===== src/rtl/cfg_lock_pkg.sv =====
package cfg_lock_pkg;

   typedef enum logic [1:0] {
      OP_WRITE  = 2'b00,
      OP_READ   = 2'b01,
      OP_SECURE = 2'b10,
      OP_ERASE  = 2'b11
   } cl_op_e;

   typedef enum logic [1:0] {
      ACT_NONE  = 2'd0,
      ACT_REPLY = 2'd1,
      ACT_WRITE = 2'd2,
      ACT_ERASE = 2'd3
   } cl_act_e;

   typedef struct packed {
      cl_act_e act;
      logic    err;
      logic    show_data;
      logic    set_now;
   } cl_decision_t;

endpackage


===== src/rtl/cfg_lock_decode.sv =====
module cfg_lock_decode
   import cfg_lock_pkg::*;
(
   input  logic         fire,
   input  logic [1:0]   op,
   input  logic         secured,
   output cl_decision_t dec
);

   always_comb begin
      dec = '{act: ACT_NONE, err: 1'b0, show_data: 1'b0, set_now: 1'b0};
      if (fire) begin
         unique case (cl_op_e'(op))
            OP_READ: begin
               dec.act       = ACT_REPLY;
               dec.err       = secured;
               dec.show_data = !secured;
            end
            OP_WRITE: begin
               if (secured) begin
                  dec.act = ACT_REPLY;
                  dec.err = 1'b1;
               end else begin
                  dec.act = ACT_WRITE;
               end
            end
            OP_SECURE: begin
               dec.act     = ACT_REPLY;
               dec.set_now = 1'b1;
            end
            OP_ERASE: begin
               dec.act = ACT_ERASE;
            end
            default: dec.act = ACT_NONE;
         endcase
      end
   end

endmodule


===== src/rtl/cfg_lock_timer.sv =====
module cfg_lock_timer #(
   parameter int CW = 4
) (
   input  logic          clk,
   input  logic          rst_n,
   input  logic          load,
   input  logic [CW-1:0] load_val,
   output logic          busy,
   output logic          done
);

   logic [CW-1:0] cnt_q;
   logic          busy_q;

   always_ff @(posedge clk or negedge rst_n) begin
      if (!rst_n) begin
         busy_q <= 1'b0;
         cnt_q  <= '0;
      end else if (load) begin
         busy_q <= 1'b1;
         cnt_q  <= load_val - CW'(1);
      end else if (busy_q) begin
         if (cnt_q == '0) busy_q <= 1'b0;
         else             cnt_q  <= cnt_q - CW'(1);
      end
   end

   assign busy = busy_q;
   assign done = busy_q && (cnt_q == '0);

endmodule


===== src/rtl/cfg_lock_store.sv =====
module cfg_lock_store #(
   parameter int DEPTH = 8,
   parameter int DW    = 16,
   localparam int AW   = $clog2(DEPTH)
) (
   input  logic          clk,
   input  logic          wr_en,
   input  logic [AW-1:0] wr_addr,
   input  logic [DW-1:0] wr_data,
   input  logic          erase,
   input  logic          set_sec,
   input  logic [AW-1:0] rd_addr,
   output logic [DW-1:0] rd_data,
   output logic          secured
);

   logic [DW-1:0] words [DEPTH];
   logic          sec_q = 1'b0;

   for (genvar i = 0; i < DEPTH; i++) begin : g_word
      logic [DW-1:0] word_q = '1;
      always_ff @(posedge clk) begin
         if (erase)
            word_q <= '1;
         else if (wr_en && (wr_addr == AW'(i)))
            word_q <= wr_data;
      end
      assign words[i] = word_q;
   end

   always_ff @(posedge clk) begin
      if (erase)        sec_q <= 1'b0;
      else if (set_sec) sec_q <= 1'b1;
   end

   assign rd_data = words[rd_addr];
   assign secured = sec_q;

endmodule


===== src/rtl/cfg_lock_ctrl.sv =====
module cfg_lock_ctrl
   import cfg_lock_pkg::*;
#(
   parameter int DEPTH     = 8,
   parameter int DW        = 16,
   parameter int PROG_CYC  = 3,
   parameter int ERASE_CYC = 5,
   localparam int AW       = $clog2(DEPTH),
   localparam int MAXC     = (PROG_CYC > ERASE_CYC) ? PROG_CYC : ERASE_CYC,
   localparam int CW       = $clog2(MAXC + 1)
) (
   input  logic          clk,
   input  logic          rst_n,
   input  logic          cmd_valid,
   output logic          cmd_ready,
   input  logic [1:0]    cmd_op,
   input  logic [AW-1:0] cmd_addr,
   input  logic [DW-1:0] cmd_wdata,
   input  logic          cmd_lock,
   output logic          rsp_valid,
   output logic          rsp_err,
   output logic [DW-1:0] rsp_rdata,
   output logic          secured
);

   if (DEPTH < 2 || (DEPTH & (DEPTH - 1)) != 0) begin : g_bad_depth
      $error("cfg_lock_ctrl: DEPTH must be a power of two of at least 2");
   end
   if (DW < 1) begin : g_bad_width
      $error("cfg_lock_ctrl: DW must be positive");
   end
   if (PROG_CYC < 1 || ERASE_CYC < 1) begin : g_bad_cycles
      $error("cfg_lock_ctrl: PROG_CYC and ERASE_CYC must be at least 1");
   end

   logic          fire;
   cl_decision_t  dec;
   logic          busy, done, load;
   logic [CW-1:0] load_val;
   logic          pend_erase_q, pend_lock_q;
   logic [AW-1:0] pend_addr_q;
   logic [DW-1:0] pend_data_q;
   logic [DW-1:0] store_rd;
   logic          st_wr, st_erase, st_set;
   logic          rsp_valid_q, rsp_err_q;
   logic [DW-1:0] rsp_rdata_q;

   assign cmd_ready = !busy;
   assign fire      = cmd_valid && cmd_ready;

   cfg_lock_decode u_dec (
      .fire    (fire),
      .op      (cmd_op),
      .secured (secured),
      .dec     (dec)
   );

   assign load     = (dec.act == ACT_WRITE) || (dec.act == ACT_ERASE);
   assign load_val = (dec.act == ACT_ERASE) ? CW'(ERASE_CYC) : CW'(PROG_CYC);

   cfg_lock_timer #(.CW(CW)) u_tmr (
      .clk      (clk),
      .rst_n    (rst_n),
      .load     (load),
      .load_val (load_val),
      .busy     (busy),
      .done     (done)
   );

   always_ff @(posedge clk or negedge rst_n) begin
      if (!rst_n) begin
         pend_erase_q <= 1'b0;
         pend_lock_q  <= 1'b0;
         pend_addr_q  <= '0;
         pend_data_q  <= '0;
      end else if (load) begin
         pend_erase_q <= (dec.act == ACT_ERASE);
         pend_lock_q  <= cmd_lock && (dec.act == ACT_WRITE);
         pend_addr_q  <= cmd_addr;
         pend_data_q  <= cmd_wdata;
      end
   end

   assign st_wr    = done && !pend_erase_q;
   assign st_erase = done &&  pend_erase_q;
   assign st_set   = dec.set_now || (st_wr && pend_lock_q);

   cfg_lock_store #(.DEPTH(DEPTH), .DW(DW)) u_store (
      .clk     (clk),
      .wr_en   (st_wr),
      .wr_addr (pend_addr_q),
      .wr_data (pend_data_q),
      .erase   (st_erase),
      .set_sec (st_set),
      .rd_addr (cmd_addr),
      .rd_data (store_rd),
      .secured (secured)
   );

   always_ff @(posedge clk or negedge rst_n) begin
      if (!rst_n) begin
         rsp_valid_q <= 1'b0;
         rsp_err_q   <= 1'b0;
         rsp_rdata_q <= '0;
      end else if (dec.act == ACT_REPLY) begin
         rsp_valid_q <= 1'b1;
         rsp_err_q   <= dec.err;
         rsp_rdata_q <= dec.show_data ? store_rd : '0;
      end else if (done) begin
         rsp_valid_q <= 1'b1;
         rsp_err_q   <= 1'b0;
         rsp_rdata_q <= '0;
      end else begin
         rsp_valid_q <= 1'b0;
         rsp_err_q   <= 1'b0;
         rsp_rdata_q <= '0;
      end
   end

   assign rsp_valid = rsp_valid_q;
   assign rsp_err   = rsp_err_q;
   assign rsp_rdata = rsp_rdata_q;

endmodule


===== config.mk =====
export PLATFORM = sky130hd
export DESIGN_NAME = cfg_lock_ctrl
export DESIGN_NICKNAME = d
export VERILOG_FILES = /design/src/rtl/cfg_lock_pkg.sv /design/src/rtl/cfg_lock_decode.sv /design/src/rtl/cfg_lock_timer.sv /design/src/rtl/cfg_lock_store.sv /design/src/rtl/cfg_lock_ctrl.sv
export SDC_FILE = /design/constraint.sdc
export NUM_CORES = 1
export LEC_CHECK = 0
export CORE_ASPECT_RATIO = 2
export CORE_MARGIN = 5
export CORE_UTILIZATION = 48
export CTS_CLUSTER_DIAMETER = 60
export DETAILED_ROUTE_END_ITERATION = 10
export DONT_BUFFER_PORTS = 1
export GPL_ROUTABILITY_DRIVEN = 0
export GPL_TIMING_DRIVEN = 0
export PLACE_DENSITY = 0.74
export SETUP_SLACK_MARGIN = 0.1
export SLEW_MARGIN = 20
export SYNTH_ARGS = -nofsm -noshare
export SYNTH_HDL_FRONTEND = slang
export SYNTH_SLANG_ARGS = --single-unit

===== constraint.sdc =====
create_clock -name clk -period 1.7 [get_ports clk]
set_input_delay 0.34 -clock clk [delete_from_list [all_inputs] [get_ports clk]]
set_output_delay 0.34 -clock clk [all_outputs]
set_load 0.05 [all_outputs]

### Yosys cells after proc, flatten, opt, wreduce, memory -nomap -nowiden

Cells that the tools add are included.
W data, S select, Z words.

| word-level totals | value |
|---|---|
| register bits | 172 |
| bits in latches | 0 |
| bits in writable memories | 0 |
| bits in read-only memories | 0 |
| input bits | 25 |
| memories | 0 |

| cells by class | value |
|---|---|
| $add $sub $neg | 2 |
| $mul | 0 |
| div/mod/pow operators | 0 |
| order comparisons | 1 |
| eq/ne operators | 14 |
| shifts and indexed selects | 0 |
| mux-type cells | 22 |
| bitwise gates (word level) | 1 |
| reductions and logical operators | 25 |

Operators by type and width:

| cell | count |
|---|---|
| $mux W16 | 4 |
| $bmux W16 S3 | 1 |
| $logic_and A1 B1 Y1 | 14 |
| $eq A3 B3 Y1 const B | 4 |
| $mux W3 | 4 |
| $mux W1 | 9 |
| $eq A2 B2 Y1 const B | 4 |
| $eq A3 B2 Y1 const B | 2 |
| $logic_not A3 Y1 | 2 |
| $pmux W2 S3 | 1 |
| $sub A3 B1 Y3 const B | 2 |
| $mux W5 | 1 |
| $eq A2 B1 Y1 const B | 2 |
| $ge A4 B4 Y1 const B | 1 |
| $not A3 Y4 | 1 |
| $eq A3 B1 Y1 const B | 1 |
| $logic_not A1 Y1 | 3 |
| $logic_not A2 Y1 | 1 |
| $logic_or A1 B1 Y1 | 2 |
| $mux W2 | 1 |
| $ne A2 B2 Y1 const B | 1 |
| $pmux W1 S2 | 1 |
| $reduce_and A2 Y1 | 1 |
| $reduce_bool A2 Y1 | 1 |
| $reduce_or A2 Y1 | 1 |

### Depth between registers and ports, before layout

Gate-level depths: netlist (run 1).

| logic depth | value |
|---|---|
| depth after elaboration | 8 |
| mapped depth | 9 |
| gate-level depth less buffers | 7 |

### By module

Synthesis (run 1) repeated with hierarchy kept, for this count alone.

| unflattened totals | value |
|---|---|
| cell total of the unflattened synthesis | 645 |
| area, all modules | 7733.7 sq um |

Modules (own cells, without submodules):

| module | times used | cells an instance | area each (sq um) | sequential area each (sq um) |
|---|---|---|---|---|
| cfg_lock_store | 1 | 514 | 5989.5 | 2582.5 |
| cfg_lock_ctrl | 1 | 96 | 1448.9 | 975.9 |
| cfg_lock_timer | 1 | 26 | 246.5 | 100.1 |
| cfg_lock_decode | 1 | 9 | 48.8 | 0.0 |

### Worst setup path after synthesis (run 1)

Ideal clock, no wire load.

| path | value |
|---|---|
| path type | register -> register |
| start | register u_store.sec_q (netlist: u_store.secured) |
| end | register u_tmr.cnt_q[2] |
| setup time | 0.090 ns |
| arrival time | 2.019 ns |
| data required time | 1.610 ns |
| setup slack | -0.409 ns |
| cell stages (with the launch flop) | 8 |
| period minus slack after synthesis | 2.109 ns |
| cell sequence | dfxtp_1 > or3_1 > a21oi_2 > buf_4 > nor2_1 > ha_1 > mux2_2 > o221ai_1 |

| on the way | value |
|---|---|
| word-level cells in the longest chain between the ends | 7 |
| elaborated cells between the ends (all ways) | 12 |
| classes of those cells | add/sub (1); eq/ne (3); mux (5); reduce/logical (3) |

Ends and longest elaborated chain:

| element | line | text |
|---|---|---|
| start: declaration | cfg_lock_store.sv:18 | `logic sec_q = 1'b0;` |
| start signal: assignment | cfg_lock_store.sv:32 | `if (erase) sec_q <= 1'b0;` |
| start signal: assignment | cfg_lock_store.sv:33 | `else if (set_sec) sec_q <= 1'b1;` |
| $mux W2 (*) | cfg_lock_decode.sv:20 | `if (secured) begin` |
| $pmux W2 S3 (*) | cfg_lock_decode.sv:13 | `unique case (cl_op_e'(op))` |
| $mux W5 (*) | cfg_lock_decode.sv:12 | `if (fire) begin` |
| $eq A2 B2 Y1, on equally long branches | cfg_lock_ctrl.sv:58, cfg_lock_ctrl.sv:59 |  |
| $mux W3 or $logic_or A1 B1 Y1 (tied branches) | cfg_lock_ctrl.sv:59, cfg_lock_ctrl.sv:58 |  |
| $sub A3 B1 Y3 (tied with other cells) | cfg_lock_timer.sv:21 | `cnt_q <= load_val - CW'(1);` |
| $mux W3 or $reduce_and A2 Y1 (tied branches) | n/a |  |
| end signal: assignment | cfg_lock_timer.sv:21 |  |
| end signal: assignment | cfg_lock_timer.sv:24 | `else cnt_q <= cnt_q - CW'(1);` |
| end: declaration | cfg_lock_timer.sv:12 | `logic [CW-1:0] cnt_q;` |

Mark *: on every way between the ends. The rest lies on a longest branch, timed or not.
A chain may end at the register's enable or synchronous reset.

### Worst setup path in the final report (run 1)

Same ends and word-level chain as after synthesis.

==> results of run 1 <==
==> state kept, by name, summed over array words and instances (netlist names) <==
signal	flops
u_store.secured	1
pend_addr_q	3
rsp_err	1
pend_erase_q	1
pend_data_q	16
pend_lock_q	1
rsp_rdata	16
u_tmr.busy	1
u_store.g_word.word_q	128
u_tmr.cnt_q	3
rsp_valid	1
==> cells in the mapped netlist, types with 2 or more instances <==
| cell | count | share of area [%] |
|---|---|---|
| a21oi_1 | 3 | 0.20 |
| a22o_1 | 16 | 1.8 |
| and3_1 | 3 | 0.24 |
| buf_1 | 4 | 0.20 |
| buf_2 | 24 | 1.6 |
| buf_4 | 7 | 0.68 |
| buf_6 | 3 | 0.44 |
| buf_8 | 2 | 0.39 |
| clkbuf_1 | 56 | 2.7 |
| clkbuf_2 | 4 | 0.26 |
| dfrtp_1 | 43 | 14 |
| dfxtp_1 | 129 | 34 |
| inv_1 | 3 | 0.15 |
| mux2_2 | 21 | 3.1 |
| mux4_2 | 32 | 9.4 |
| nand2_1 | 5 | 0.24 |
| nand3_1 | 257 | 17 |
| nand4b_1 | 2 | 0.23 |
| nand4bb_1 | 3 | 0.44 |
| nor2_1 | 5 | 0.24 |
| nor4b_4 | 3 | 0.93 |
| nor4bb_1 | 3 | 0.39 |
| o21ai_0 | 111 | 7.2 |
| o21ai_1 | 20 | 1.3 |
| or4b_4 | 4 | 0.72 |
==> layout make-up <==
| class | instances | area (um^2) |
|---|---|---|
| well taps | 201 | 251 |
| clock buffers | 19 | 433 |
| inverters | 3 | 15.0 |
| clock inverters | 13 | 154 |
| plain buffers | 100 | 997 |
| repair buffers | 48 | 694 |
| multi-input cells | 511 | 4230 |
| flip-flops and latches | 172 | 3670 |
| fillers | 1102 | 5340 |
==> cell families (layout without fill, tap and decap cells) <==
family          count (synthesis)  in the layout  synth area share (%)
buf+inv                       103            183                  6.42
simple gates                  295            295                  21.5
flops                         172            172                  47.6
mux                            54             54                  12.6
fa+ha+maj                       1              1                 0.163
compound gates                161            161                  11.7
==> final timing paths <==
| check | from | endpoint | depth (start not counted) |
|---|---|---|---|
| worst max-delay path | u_store.secured | u_tmr.cnt_q[2] | 8 |
| worst min-delay path | cmd_wdata[15] | pend_data_q[15] | 1 |
| worst max register to register | u_store.secured | u_tmr.cnt_q[2] | 8 |
| worst min register to register | u_store.g_word[6].word_q[6] | u_store.g_word[6].word_q[6] | 2 |
| max in group asynchronous | rst_n | pend_addr_q[2] | 2 |
| min in group asynchronous | rst_n | pend_data_q[7] | 2 |
==> report_power, final <==
part,switching [mW],internal [mW],leakage (nW)
combinational,6.23,5.13,2.32
clock,1.80,2.20,0.274
sequential,1.63,6.07,1.63
total,9.66,13.4,4.22
==> repair_timing <==
item                       in CTS  in global routing
hold buffers                    2                  0
setup endpoints to repair     168                169
resized for setup             162                169
buffers inserted               20                 10
pin swaps                      25                 27
cloned                          6                 10
hold endpoints to repair       43                  0
==> metrics by stage <==
stage	hold WS [ps]	power, mW	instance area (um^2)	worst slack [ps]	TNS, ps
after global placement	45.7	14.4	8110	-393	-39670
after floorplan	44.4	12.2	7860	-188	-424
after detailed placement	45.7	14.6	8110	-407	-41660
after global routing	30.7	23.7	10400	-265	-20110
after CTS	38.6	20.2	9540	-132	-9750
final	38.0	23.1	10400	-215	-13500
==> layer usage <==
| layer | vias to the layer above | GRT usage (%) | part of all wire (%) |
|---|---|---|---|
| li1 | 3070 | - | - |
| met1 | 3650 | 31.5 | 30 |
| met2 | 634 | 49.2 | 48 |
| met3 | 227 | 6.97 | 10 |
| met4 | 0 | 24.0 | 11 |
| met5 | - | 0 | 0 |
==> metrics.md, run 1 <==
| Metric | Value |
|---|---|
| Final net count | 879 |
| Violated checks | setup timing |
| Via density | 7.10 |
| Minimum clock period | 1920 ps |
| Final Hold Fails | 0 |
| DRT Wirelength | 30,900 um |
| CTS tree | done |
| Max stage delay cell, worst path | dfxtp_4 |
| Post-route DRC | 0 |
| Starting density of the core | 48.7% |
| Most common cell after layout, fill and taps aside | nand3_1 |
| Register bit total from synthesis | 172 |
| FMAX | 522 MHz |
| GRT Total Usage | 29.7% |
| Vias in the first global route | 7,157 |
| Io pins | 45 |
| Worst-Skew Late Latency | 440 ps |
| CP bufs+invs | 2 |
| Num Clock Sinks | 172 |
| Max Cap Viol | 0 |
| Most frequent cells in the layout | nand3_1 (254), dfxtp_1 (128), o21ai_2 (112), dfrtp_1 (36), clkbuf_16 (34) |
| Unrepaired setup endpoints after global routing | true |
| Drt first pass iters | 6 |
| Status | complete, but fails checks |
| CTS buffer count | 17 |
| Async S/R FF share, synth | 25.0% |
| Post-synthesis sequential area ratio | 47.6% |
| CORE AREA | 15,800 um^2 |
| YS warnings | 0 |
| Clk root buf | clkbuf_16 |
| Antenna-violating nets left | 0 |
| Crit-path max FO | 8 |
| CP Data Arrival Time | 2240 ps |
| Skew final | 13.7 ps |
| Area Overhead vs Synth | 36.0% |
| Vias | 7,581 |
| Hold Path Class | primary input to flip-flop |
| Tcrit/Tclk final | 113% |
| I/O Buffers | 0 |
| Final Core Density | 66.2% |
| First-pass GRT wire length | 41,700 um |
| Layout cells sized above 1 | 42.5% |
| Setup crit end kind | flip-flop |
| Worst-Margin Slew | 900 ps |
| Post-Synthesis Net Count | 812 |
| N_diodes | 0 |
| Number of DRC markers after the initial detailed-route iteration | 953 |
| Synth Instances | 786 |
| Peak supply drop | 1.58 mV |
| Non-filler instance count after layout | 1,067 |
| Slew Limit Fails | 0 |
| Post-synthesis cell area | 7680 um^2 |
| Synth Flop Type | dfxtp_1 |
| Final WS setup | -215 ps |
| Per-cell routed wire length | 28.9 um |
| WS Path Type | flip-flop to flip-flop |
| Power Dens Cells | 2210 nW/um^2 |
| CTS max path bufs | 2 |
| Total die area | 18,800 um^2 |
| Chip Height | 189 um |
| Startpoint Class | flip-flop |
| EDFF count, synth | 0 |
| Initial antenna violation count | 0 |
| Crit path max-delay family | compound AO/OA/AOI/OAI gates |
| Placed cells | 987 |
| Slew HR | 40.0% |
| Core Rows | 65 |
| Largest net degree at the start of global routing | 44 |
| CP required | 2020 ps |
| Reg-to-reg setup timing slack | -220 ps |
| Clock slew at reported path FFs | 70 ps |
| Global route overflow | 0 |
| CP cell instances | or3_4 > a21oi_4 > buf_6 > nor2_4 > ha_4 > buf_4 > o211ai_1 > o221ai_2 |
| P_leak | 4.22 nW |
| Final setup vio count | 149 |
| DIE WIDTH | 99.4 um |
| Mean Syn Cell Area | 9.77 um^2 |
| HPWL Detailed | 17,600 um |
| Peak per-stage delay on the critical path | 430 ps |
| H-tree depth | 4 |
| Synth cell types | 48 |
Power figures use the tool's default switching activity.
==> run 2, diff against run 1 <==
--- a/config.mk
+++ b/config.mk
@@ -13,8 +13,9 @@
 export DONT_BUFFER_PORTS = 1
 export GPL_ROUTABILITY_DRIVEN = 0
 export GPL_TIMING_DRIVEN = 0
-export PLACE_DENSITY = 0.74
+export PLACE_DENSITY = 0.72
 export SETUP_SLACK_MARGIN = 0.1
+export SKIP_CTS_REPAIR_TIMING = 1
 export SLEW_MARGIN = 20
 export SYNTH_ARGS = -nofsm -noshare
 export SYNTH_HDL_FRONTEND = slang
==> constraint.sdc (replaced) <==
create_clock -name clk -period 2.01 [get_ports clk]
set_input_delay 0.402 -clock clk [delete_from_list [all_inputs] [get_ports clk]]
set_output_delay 0.402 -clock clk [all_outputs]
set_load 0.05 [all_outputs]
==> run 2 against run 1 <==
Clock skew down 4.8 ps. Register-to-register slack better by 330 ps. Critical path depth fell by 2. Routed wire length decreased by 18%. Combinational power is 43% lower. Sequential power shrank 21%. The run now ends clean. Global-route usage fell by 2.6 points. Count of clock-buffer cells in the layout down 2. Flip-flop and latch count unchanged. Die area is the same. First-iteration DRC count is 23% lower. Fmax up 1.2%.
==> metrics.md, run 2 (synthesized netlist as in run 1, its figures left out) <==
| Metric | Value |
|---|---|
| Minimum clock period | 1890 ps (was 1920 ps) |
| I/O Buffers | 0 (unchanged) |
| CTS tree | done (unchanged) |
| DIE WIDTH | 99.4 um (unchanged) |
| Vias in the first global route | 6,619 (was 7,157) |
| Drt first pass iters | 5 (was 6) |
| Final net count | 847 (was 879) |
| DRT Wirelength | 25,200 um (was 30,900 um) |
| Initial antenna violation count | 0 (unchanged) |
| Reg with most FFs | u_store.g_word.word_q (unchanged) |
| CTS buffer count | 17 (unchanged) |
| WS Path Type | flip-flop to flip-flop (unchanged) |
| Largest net degree at the start of global routing | 44 (unchanged) |
| Max Cap Viol | 0 (unchanged) |
| Peak supply drop | 0.764 mV (was 1.58 mV) |
| Post-route DRC | 0 (unchanged) |
| Max reg flops | 128 (unchanged) |
| Clock slew at reported path FFs | 70 ps (about the same) |
| FMAX | 528 MHz (was 522 MHz) |
| Vias | 6,776 (was 7,581) |
| Chip Height | 189 um (unchanged) |
| Slew Limit Fails | 0 (unchanged) |
| H-tree depth | 4 (unchanged) |
| Overall power | 15.9 mW (was 23.1 mW) |
| Worst-Skew Late Latency | 440 ps (about the same) |
| Num Clock Sinks | 172 (unchanged) |
| Unrepaired setup endpoints after global routing | true (unchanged) |
| Crit-path max FO | 10 (was 8) |
| Net Switching | 6.44 mW (was 9.66 mW) |
| Switching Fraction | 40.6% (was 41.9%) |
| Global route overflow | 0 (unchanged) |
| P_leak | 3.53 nW (was 4.22 nW) |
| Setup crit end kind | flip-flop (unchanged) |
| Io pins | 45 (unchanged) |
| Final Hold Fails | 0 (unchanged) |
| Per-cell routed wire length | 24.4 um (was 28.9 um) |
| Skew final | 8.93 ps (was 13.7 ps) |
| Sequential Power Share | 38.4% (was 33.4%) |
| HPWL Detailed | 17,800 um (was 17,600 um) |
| Slew HR | 49.8% (was 40.0%) |
| Antenna-violating nets left | 0 (unchanged) |
| Layout fillers | 1,391 (was 1,102) |
| First-pass GRT wire length | 38,200 um (was 41,700 um) |
| CORE AREA | 15,800 um^2 (unchanged) |
| CTS max path bufs | 2 (unchanged) |
| Tcrit/Tclk final | 94.2% (was 113%) |
| CP Data Arrival Time | 2200 ps (was 2240 ps) |
| Setup TNS | 0 ps (was -13,500 ps) |
| Cell area after placement | 7980 um^2 (was 8110 um^2) |
| CP required | 2320 ps (was 2020 ps) |
| Clk root buf | clkbuf_16 (unchanged) |
| Layout cells sized above 1 | 23.9% (was 42.5%) |
| Starting density of the core | 48.7% (unchanged) |
| Final Core Density | 56.3% (was 66.2%) |
| Total die area | 18,800 um^2 (unchanged) |
| Hold Path Class | primary input to flip-flop (unchanged) |
| GRT Total Usage | 27.1% (was 29.7%) |
| Power Dens Cells | 1790 nW/um^2 (was 2210 nW/um^2) |
| Most common cell after layout, fill and taps aside | nand3_1 (unchanged) |
| Area Overhead vs Synth | 15.6% (was 36.0%) |
| Most frequent cells in the layout | nand3_1 (257), dfxtp_1 (128), o21ai_0 (88), o21ai_1 (43), dfrtp_1 (41) (was nand3_1 (254), dfxtp_1 (128), o21ai_2 (112), dfrtp_1 (36), clkbuf_16 (34)) |
| Startpoint Class | flip-flop (unchanged) |
| Worst-Margin Slew | 753 ps (was 900 ps) |
| Via density | 6.55 (was 7.10) |
| Status | completed (was complete, but fails checks) |
| Final setup vio count | 0 (was 149) |
| Comb power frac | 40.9% (was 49.2%) |
| Clock power frac | 20.7% (was 17.4%) |
| Number of DRC markers after the initial detailed-route iteration | 736 (was 953) |
| Post-Layout Inst Area | 8880 um^2 (was 10,400 um^2) |
| Core Rows | 65 (unchanged) |
| N_diodes | 0 (unchanged) |
| Internal | 9.43 mW (was 13.4 mW) |
## run 2: final timing paths
path	from	endpoint	slack, ps	cells after the start
max	u_tmr.cnt_q[2]	u_store.g_word[1].word_q[4]	120	6
min	cmd_wdata[11]	pend_data_q[11]	110	1
max reg2reg	u_tmr.cnt_q[2]	u_store.g_word[1].word_q[4]	120	6
min reg2reg	u_store.g_word[5].word_q[5]	u_store.g_word[5].word_q[5]	490	2
max in group asynchronous	rst_n	pend_addr_q[1]	1300	2
min in group asynchronous	rst_n	pend_data_q[12]	460	2
## run 2: final cells by class
cell class / instances / area, um^2 / area share (%)
clock inverter: 15 / 149 / 1.68
tap: 201 / 251 / 2.83
clock buffer: 17 / 425 / 4.79
multi-input combinational: 511 / 3620 / 40.8
inverter: 3 / 11.3 / 0.127
buffer: 99 / 604 / 6.81
sequential: 172 / 3660 / 41.3
timing repair buffer: 17 / 150 / 1.69
## run 2: through the flow
stage | setup slack (ps) | instances | hold slack [ps]
finish | 117 | 1035 | 110
global route | 80.1 | 1035 | 93.5
CTS | -155 | 1019 | -355
detailed placement | -216 | 987 | 108
global placement | -215 | 987 | 108
floorplan | 54.6 | 786 | 106
## run 2: critical path: stages (launching register included)
cell and delay (ps):
dfrtp_1 460, or4b_4 580, buf_6 170, buf_8 140
buf_8 150, o21ai_1 150, nand3_1 110
## run 2: power groups by stage
stage               combinational (mW)  clock (mW)  sequential, mW
floorplan                         4.17           0            5.77
global placement                  5.70           0            6.02
detailed placement                5.81           0            6.08
CTS                               5.85        3.29            6.03
global route                      6.96        3.43            6.23
finish                            6.50        3.28            6.09
## run 2: routing by layer
layer	GRT usage, %	routed length [um]
met5	0	0
met4	23.1	2450
met3	5.94	2060
met2	44.3	12500
met1	29.1	8230
